[config.mk]
export PLATFORM = sky130hd
export DESIGN_NAME = rsf_readset_filter
export DESIGN_NICKNAME = d
export VERILOG_FILES = /design/src/rtl/rsf_pkg.sv /design/src/rtl/rsf_mark_array.sv /design/src/rtl/rsf_sticky.sv /design/src/rtl/rsf_readset_filter.sv
export SDC_FILE = /design/constraint.sdc
export NUM_CORES = 2
export LEC_CHECK = 0
export ABC_AREA = 1
export BUFFER_PORTS_ARGS = -buffer_cell sky130_fd_sc_hd__buf_2
export CAP_MARGIN = 20
export CELL_PAD_IN_SITES_DETAIL_PLACEMENT = 1
export CELL_PAD_IN_SITES_GLOBAL_PLACEMENT = 2
export CORE_UTILIZATION = 30
export DETAILED_ROUTE_END_ITERATION = 10
export PLACE_DENSITY = 0.67
export REMOVE_ABC_BUFFERS = 1
export SLEW_MARGIN = 20
export SYNTH_ARGS = -nofsm -noshare
export SYNTH_HDL_FRONTEND = slang
export SYNTH_SLANG_ARGS = --single-unit
[constraint.sdc]
create_clock -name clk -period 3.4 [get_ports clk]
set_input_delay 0.68 -clock clk [delete_from_list [all_inputs] [get_ports clk]]
set_output_delay 0.68 -clock clk [all_outputs]
set_load 0.02 [all_outputs]
[src/rtl/rsf_pkg.sv]
// Package: shared types for the read-set mark filter.
// Assumes: nothing beyond IEEE 1800-2017.
package rsf_pkg;

    // Result of looking up one table entry
    typedef struct packed {
        logic marked;     // entry carries a mark
        logic tag_match;  // stored tag equals the probing tag
    } probe_t;

endpackage

[src/rtl/rsf_mark_array.sv]
// Module: direct-mapped table of mark bits and tags.
// Two read probes (request, snoop) and one update per cycle.
// Order within a cycle: wipe beats everything; a request set beats a snoop clear.
// Assumes: callers gate req_set/snp_clr with wipe and hit logic.
module rsf_mark_array
    import rsf_pkg::*;
#(
    parameter int IDX_W = 6,
    parameter int TAG_W = 20
) (
    input  logic             clk,
    input  logic             rst_n,
    input  logic             wipe,
    input  logic [IDX_W-1:0] req_idx,
    input  logic [TAG_W-1:0] req_tag,
    input  logic             req_set,
    input  logic [IDX_W-1:0] snp_idx,
    input  logic [TAG_W-1:0] snp_tag,
    input  logic             snp_clr,
    output probe_t           req_probe,
    output probe_t           snp_probe
);
    localparam int ENTRIES = 1 << IDX_W;

    logic [ENTRIES-1:0] mark_q;
    logic [TAG_W-1:0]   tag_q [ENTRIES];

    // Combinational lookups for both ports
    always_comb begin
        req_probe.marked    = mark_q[req_idx];
        req_probe.tag_match = (tag_q[req_idx] == req_tag);
        snp_probe.marked    = mark_q[snp_idx];
        snp_probe.tag_match = (tag_q[snp_idx] == snp_tag);
    end

    // Mark bit update: reset/wipe, then snoop clear, then request set
    always_ff @(posedge clk) begin
        if (!rst_n) begin
            mark_q <= '0;
        end else if (wipe) begin
            mark_q <= '0;
        end else begin
            if (snp_clr) mark_q[snp_idx] <= 1'b0;
            if (req_set) mark_q[req_idx] <= 1'b1;
        end
    end

    // Tag capture on every accepted request
    always_ff @(posedge clk) begin
        if (req_set) tag_q[req_idx] <= req_tag;
    end

    AST_WIPE_EMPTIES: assert property (@(posedge clk) disable iff (!rst_n)
        wipe |=> (mark_q == '0));
    AST_SET_STICKS: assert property (@(posedge clk) disable iff (!rst_n)
        (req_set && !wipe) |=> mark_q[$past(req_idx)]);
    AST_SNOOP_DROPS: assert property (@(posedge clk) disable iff (!rst_n)
        (snp_clr && !wipe && !(req_set && req_idx == snp_idx)) |=> !mark_q[$past(snp_idx)]);

endmodule

[src/rtl/rsf_sticky.sv]
// Module: sticky "possibly written" flag.
// Priority: context switch sets, else clear resets, else raise sets, else hold.
// Assumes: raise is already gated off during clear/switch cycles.
module rsf_sticky (
    input  logic clk,
    input  logic rst_n,
    input  logic ctx_set,
    input  logic clr,
    input  logic raise,
    output logic flag
);
    // Flag register with set/clear priority
    always_ff @(posedge clk) begin
        if (!rst_n)       flag <= 1'b0;
        else if (ctx_set) flag <= 1'b1;
        else if (clr)     flag <= 1'b0;
        else if (raise)   flag <= 1'b1;
    end

    AST_CTX_RAISES: assert property (@(posedge clk) disable iff (!rst_n)
        ctx_set |=> flag);
    AST_CLR_LOWERS: assert property (@(posedge clk) disable iff (!rst_n)
        (clr && !ctx_set) |=> !flag);
    AST_FLAG_HOLDS: assert property (@(posedge clk) disable iff (!rst_n)
        (flag && !clr) |=> flag);

endmodule

[src/rtl/rsf_readset_filter.sv]
// Module: read-set mark filter top level.
// Splits block numbers into index and tag, resolves same-cycle races,
// registers the request and query responses, and drives the sticky flag.
// Assumes: block numbers arrive with the byte offset already removed.
module rsf_readset_filter
    import rsf_pkg::*;
#(
    parameter int ADDR_W = 32,
    parameter int OFF_W  = 6,
    parameter int IDX_W  = 6
) (
    input  logic                    clk,
    input  logic                    rst_n,
    input  logic                    req_valid,
    input  logic [ADDR_W-OFF_W-1:0] req_blk,
    output logic                    rsp_valid,
    output logic                    rsp_skip,
    input  logic                    snp_valid,
    input  logic [ADDR_W-OFF_W-1:0] snp_blk,
    input  logic                    txn_clear,
    input  logic                    ctx_switch,
    input  logic                    qry_valid,
    output logic                    qry_ack,
    output logic                    qry_dirty
);
    localparam int BLK_W = ADDR_W - OFF_W;
    localparam int TAG_W = BLK_W - IDX_W;

    logic             wipe, req_go, snp_go;
    logic [IDX_W-1:0] req_idx, snp_idx;
    logic [TAG_W-1:0] req_tag, snp_tag;
    probe_t           req_probe, snp_probe;
    logic             req_hit, req_disp, snp_hit, race, skip_d, raise;

    // Address split and event gating
    always_comb begin
        wipe     = txn_clear | ctx_switch;
        req_go   = req_valid & ~wipe;
        snp_go   = snp_valid & ~wipe;
        req_idx  = req_blk[IDX_W-1:0];
        req_tag  = req_blk[BLK_W-1:IDX_W];
        snp_idx  = snp_blk[IDX_W-1:0];
        snp_tag  = snp_blk[BLK_W-1:IDX_W];
    end

    // Hit, displacement and race resolution
    always_comb begin
        req_hit  = req_probe.marked & req_probe.tag_match;
        req_disp = req_probe.marked & ~req_probe.tag_match;
        snp_hit  = snp_go & snp_probe.marked & snp_probe.tag_match;
        race     = snp_hit & (snp_idx == req_idx);
        skip_d   = req_go & req_hit & ~race;
        raise    = snp_hit | (req_go & req_disp);
    end

    rsf_mark_array #(.IDX_W(IDX_W), .TAG_W(TAG_W)) i_marks (
        .clk       (clk),
        .rst_n     (rst_n),
        .wipe      (wipe),
        .req_idx   (req_idx),
        .req_tag   (req_tag),
        .req_set   (req_go),
        .snp_idx   (snp_idx),
        .snp_tag   (snp_tag),
        .snp_clr   (snp_hit),
        .req_probe (req_probe),
        .snp_probe (snp_probe)
    );

    rsf_sticky i_flag (
        .clk     (clk),
        .rst_n   (rst_n),
        .ctx_set (ctx_switch),
        .clr     (txn_clear),
        .raise   (raise),
        .flag    (qry_dirty)
    );

    // Registered request and query responses
    always_ff @(posedge clk) begin
        if (!rst_n) begin
            rsp_valid <= 1'b0;
            rsp_skip  <= 1'b0;
            qry_ack   <= 1'b0;
        end else begin
            rsp_valid <= req_valid;
            rsp_skip  <= skip_d;
            qry_ack   <= qry_valid;
        end
    end

    AST_SKIP_QUALIFIED: assert property (@(posedge clk) disable iff (!rst_n)
        rsp_skip |-> rsp_valid);
    AST_REQ_ANSWERED: assert property (@(posedge clk) disable iff (!rst_n)
        req_valid |=> rsp_valid);
    AST_QRY_ANSWERED: assert property (@(posedge clk) disable iff (!rst_n)
        qry_valid |=> qry_ack);
    AST_RACE_NO_SKIP: assert property (@(posedge clk) disable iff (!rst_n)
        (req_valid && snp_valid && req_blk == snp_blk) |=> !rsp_skip);

endmodule

Word-level counts from Yosys, hierarchy flattened --
Memories as Yosys holds them, arrays and structs flattened. Index checks and enable logic that the tools add are counted.
Storage, ports and cells: memory bits (writable) 1280, logic and storage cells 53, register bits 68, output and inout bits 4, memories 1
Memories:
- i_marks.tag_q | depth 64, width 20, rd ports 2, clocked after memory_dff 0, wr ports 1, RTL line rsf_mark_array.sv:26 | logic [TAG_W-1:0] tag_q [ENTRIES];
Cells by class: eq/ne operators 3, order comparisons 4, muxes and demuxes 17, reduce and logical (&&, ||, !) cells 4, bitwise gates (word level) 19
Operators by type and width (count):
- $mux W64 | 4
- $and A64 B64 Y64 | 1
- $not A64 Y64 | 1
- $or A64 B64 Y64 | 1
- $eq A20 B20 Y1 | 2
- $lt A6 B7 Y1 const B | 2
- $bmux W1 S6 | 2
- $demux W1 S6 | 2
- $ge A6 B1 Y1 const B | 2
- $and A1 B1 Y1 | 10
- $mux W1 | 9
- $eq A6 B6 Y1 | 1
- $not A1 Y1 | 4
- $reduce_bool A3 Y1 | 1
- $logic_and A1 B1 Y1 | 2
- $or A1 B1 Y1 | 2
- $reduce_or A2 Y1 | 1

Longest topological paths before layout --
depth in word-level cells 11, gate-level depth with buffers 25

Modules after synthesis --
A second synthesis with hierarchy kept.
Unflattened totals: cells, all modules 8371, area total of the unflattened synthesis 70228.6 um^2
Modules (own cells, without submodules):
- rsf_mark_array | times used 1, area each 69899.5 um^2, cells an instance 8316
- rsf_readset_filter | times used 1, area each 287.8 um^2, cells an instance 49
- rsf_sticky | times used 1, area each 41.3 um^2, cells an instance 6

Worst setup path before layout --
OpenSTA, ideal clock, no wires.
path type input to register, from in req_blk[1], to mem i_marks.tag_q[11][0] (enable), library setup time 0.398 ns, arrival 3.073 ns, stages 9, setup slack -0.071 ns, cells stage by stage clkbuf_1 -> inv_1 -> nor2_1 -> clkbuf_1 -> clkbuf_1 -> nand2_1 -> nor2_1 -> inv_1 -> nor2_1
RTL lines:
- start, declared | RTL line rsf_readset_filter.sv:15 | input logic [ADDR_W-OFF_W-1:0] req_blk,
- end, declared | RTL line rsf_mark_array.sv:26
Straight into the memory's write port.

Final worst setup path --
from in snp_blk[2], to reg i_marks.mark_q[46]
Between the ends: longest elaborated chain between the ends 11
Ends and longest elaborated chain:
- start, declared | RTL line rsf_readset_filter.sv:19 | input logic [ADDR_W-OFF_W-1:0] snp_blk,
- branches (longest 6 deep; another with $mem_v2 Z64 W20)
- $mux W64 (*) | RTL line rsf_mark_array.sv:43 | if (snp_clr) mark_q[snp_idx] <= 1'b0;
- $mux W64 (*) | RTL line rsf_mark_array.sv:40 | end else if (wipe) begin
- $mux W64 (*) | RTL line rsf_mark_array.sv:38 | if (!rst_n) begin
- $or A64 B64 Y64 (no source line)
- $mux W64 (*) | RTL line rsf_mark_array.sv:44 | if (req_set) mark_q[req_idx] <= 1'b1;
- end signal, assigned | RTL line rsf_mark_array.sv:39 | mark_q <= '0;
- end signal, assigned | RTL line rsf_mark_array.sv:41 | mark_q <= '0;
- end signal, assigned by index | RTL line rsf_mark_array.sv:44
- end, declared | RTL line rsf_mark_array.sv:25 | logic [ENTRIES-1:0] mark_q;
Mark *: on every way between the ends. The select of a mux whose other input is x is not followed. A chain may end at the register's enable or synchronous reset.

==> results.cfg <==
[outcome]
status = complete, no violations

[clock_network]
root_buffer = clkbuf_16
clockBufferDepth = 3
numCtsBuffers = 168
cts.sinks = 1348
cts_tree = yes
path_clk_slew_ps = 60
cts_setup_buffers = 0
clk-insertion-delay-late_ps = 860
htreeDepth = 4

[placement]
portBuffers = 62
routabilityCongestion = 0.875
post-dp-hpwl_um = 228000
placed_area_mm2 = 0.0821

[timing]
max_freq_mhz = 299
hold_viol_final = 0
slew_headroom = 0.460
tns_ps = 0
whs_ps = 122
setup_viol = 0
period_minus_slack_ps = 3350
rsz0062_at_grt = false
finalMaxSlewViolations = 0
finClkSkew_ps = 32.8
finalCritPeriodShare = 0.985
tightest_slew_ps = 810

[yosys]
synth_warnings = 0
yosysSeqAreaShare = 0.566
synthCells = 8560
syn_area_mm2 = 0.0703
yosysUniqueCellTypes = 32
async_reset_ff_frac = 0
syn_area_per_cell_um2 = 8.22
synthFlopType = edfxtp_1
synth_seq_cells = 1348
synth_edf_count = 1280

[min_path]
hp-class = in -> reg

[floorplanning]
start_util = 0.302
die_x_um = 486
design.core.area_mm2 = 0.233
die_area_mm2 = 0.236
io_pins = 63
row_count = 177
die_y_um = 486

[cells_and_area]
fin_area_mm2 = 0.0876
finalNetCount = 9125
drive_above_1_share = 0.134
fillers = 27100
final_cell_mix = nand2_1, edfxtp_1, inv_1
regArea_mm2 = 0.0398
multiInputGateArea_mm2 = 0.0257
final_common_cell = nand2_1
final_core_util = 0.376
area_growth_pct = 24.5

[routing]
routed_wl_um = 329000
drc = 0
postRouteAntennaNets = 0
viasPerCell = 5.11
wl_per_cell_um = 26.7
firstDrtPassIters = 5
via_count = 63100
drt_iter0_markers = 4748

[global_route]
grt_pass1_vias = 64100
antenna_found_initial = 11
grt_pass1_wl_um = 466000
globalRouteTotalUtil = 0.275
overflow = 0
grt_max_degree = 65

[worst_setup_path]
worstPathMaxFanout = 24
r2r_cells = 17
r2r_slack_ps = 330
reg2reg_to = i_marks.mark_q[46]
r2r_start = i_marks.tag_q[45][19]
crit_type = in -> reg
crit_start = snp_blk[2]
critPathCapture = i_marks.mark_q[46]
required_ps = 4150
cp.arrival_ps = 4100
start_kind = input port
endpoint_kind = register

[power]
netSwitchingPower_mw = 10.8
combPwrFrac = 0.109
p_leak_nw = 37.2
seqPwrFrac = 0.446
power.density_mw_per_mm2 = 466
report.power.total_mw = 40.8
power.internal_mw = 30.0
clockPowerShare = 0.444
peakVddDrop_mv = 0.534
switching_share = 0.265

[run]
maxCapViolations = 0
critical path, cell delays in order:
cell	delay (ps)
buf_4	240
buf_4	200
nor2_4	50
buf_12	180
buf_12	200
nand3_1	90
nand2_1	70
o21ai_0	330
nand2_1	180
nor2_1	400
nand3_1	240
nand2_1	130
nor2_1	60
nand3_1	170
nor2_1	90
nand3_2	110
buf_4	260
o21ai_0	140
a21oi_1	160
Yosys cell counts (3+ instances only):
library cell	count	area, um2
clkbuf_1	282	1060
or2_2	44	275
a21oi_1	139	696
o2111ai_1	4	35.0
clkinv_1	3	11.3
o21ai_1	9	45.0
o22ai_1	33	206
o221ai_1	3	26.3
o211ai_1	321	2410
edfxtp_1	1280	38400
nand4_1	37	231
o31ai_1	7	52.6
nand3b_1	5	37.5
o41ai_1	3	26.3
nand2_1	3659	13700
nor2_1	383	1440
buf_2	172	861
buf_1	60	225
dfxtp_1	68	1360
inv_2	4	15.0
a22oi_1	3	22.5
buf_4	3	22.5
o21ai_0	848	4240
nand3_1	280	1400
inv_1	890	3340
nor3_1	14	70.1
stage by stage:
step / setup slack (ps) / cells
2_1_floorplan: -5450 / 8043
3_3_place_gp: -1020 / 12000
3_5_place_dp: -1050 / 12000
4_1_cts: 2.82 / 12300
5_1_grt: 6.59 / 12300
6_report: 52.1 / 12300
registers in the layout (all words and copies together) (netlist names):
signal and count:
i_marks.tag_q 1280, i_marks.mark_q 64, i_flag.flag 1, qry_ack 1, rsp_skip 1, rsp_valid 1
power by group through the flow:
stage	Clock, mW	Sequential, mW	Combinational [mW]
floorplan	0	18.6	1.65
global placement	0	18.6	4.40
detailed placement	0	18.6	4.44
CTS	18.4	18.2	4.46
global route	19.0	18.2	4.78
finish	18.1	18.2	4.46
layout make-up:
cell class / count / share of cell area
tap: 3132 / 0.0447
sequential: 1348 / 0.454
clock buffer: 225 / 0.0523
antenna: 4 / 0.000114
inverter: 897 / 0.0388
timing repair buffer: 853 / 0.107
clock inverter: 87 / 0.00934
multi-input combinational: 5798 / 0.293
worst min path at each step:
stage / slack [ps] / startpoint / to / depth (start not counted)
after floorplan: 450 / i_marks.mark_q[55] / i_marks.mark_q[55] / 2
after global placement: 470 / i_marks.mark_q[44] / i_marks.mark_q[44] / 2
after detailed placement: 470 / i_marks.mark_q[60] / i_marks.mark_q[60] / 2
after CTS: 80 / req_valid / rsp_valid / 3
after global routing: 100 / req_valid / rsp_valid / 3
final: 120 / req_valid / rsp_valid / 3
what timing repair did:
item,CTS,global route
resized for setup,3,14
setup endpoints to repair,65,66
hold endpoints to repair,1,0
cloned,0,1
hold buffers,1,0
logic make-up (layout without fill, tap and decap cells):
group,count (synthesis),count (layout),share of synthesized area
other,0,4,0
AO/OA/AOI/OAI,1372,1372,0.111
AND/OR/NAND/NOR,4425,4425,0.245
flip-flops,1348,1348,0.566
XOR/XNOR,1,1,0.000125
buffers and inverters,1414,2062,0.0787
layer usage:
layer | part of all wire | wire length (um) | track usage | up-vias
met5 | 0 | 0 | 0 | -
met4 | 0.041 | 13600 | 0.105 | 0
met3 | 0.046 | 15200 | 0.0334 | 485
met2 | 0.48 | 158000 | 0.465 | 1599
met1 | 0.43 | 143000 | 0.357 | 32000
li1 | - | - | - | 29000
Note: power is estimated with default switching activity, not from simulation.
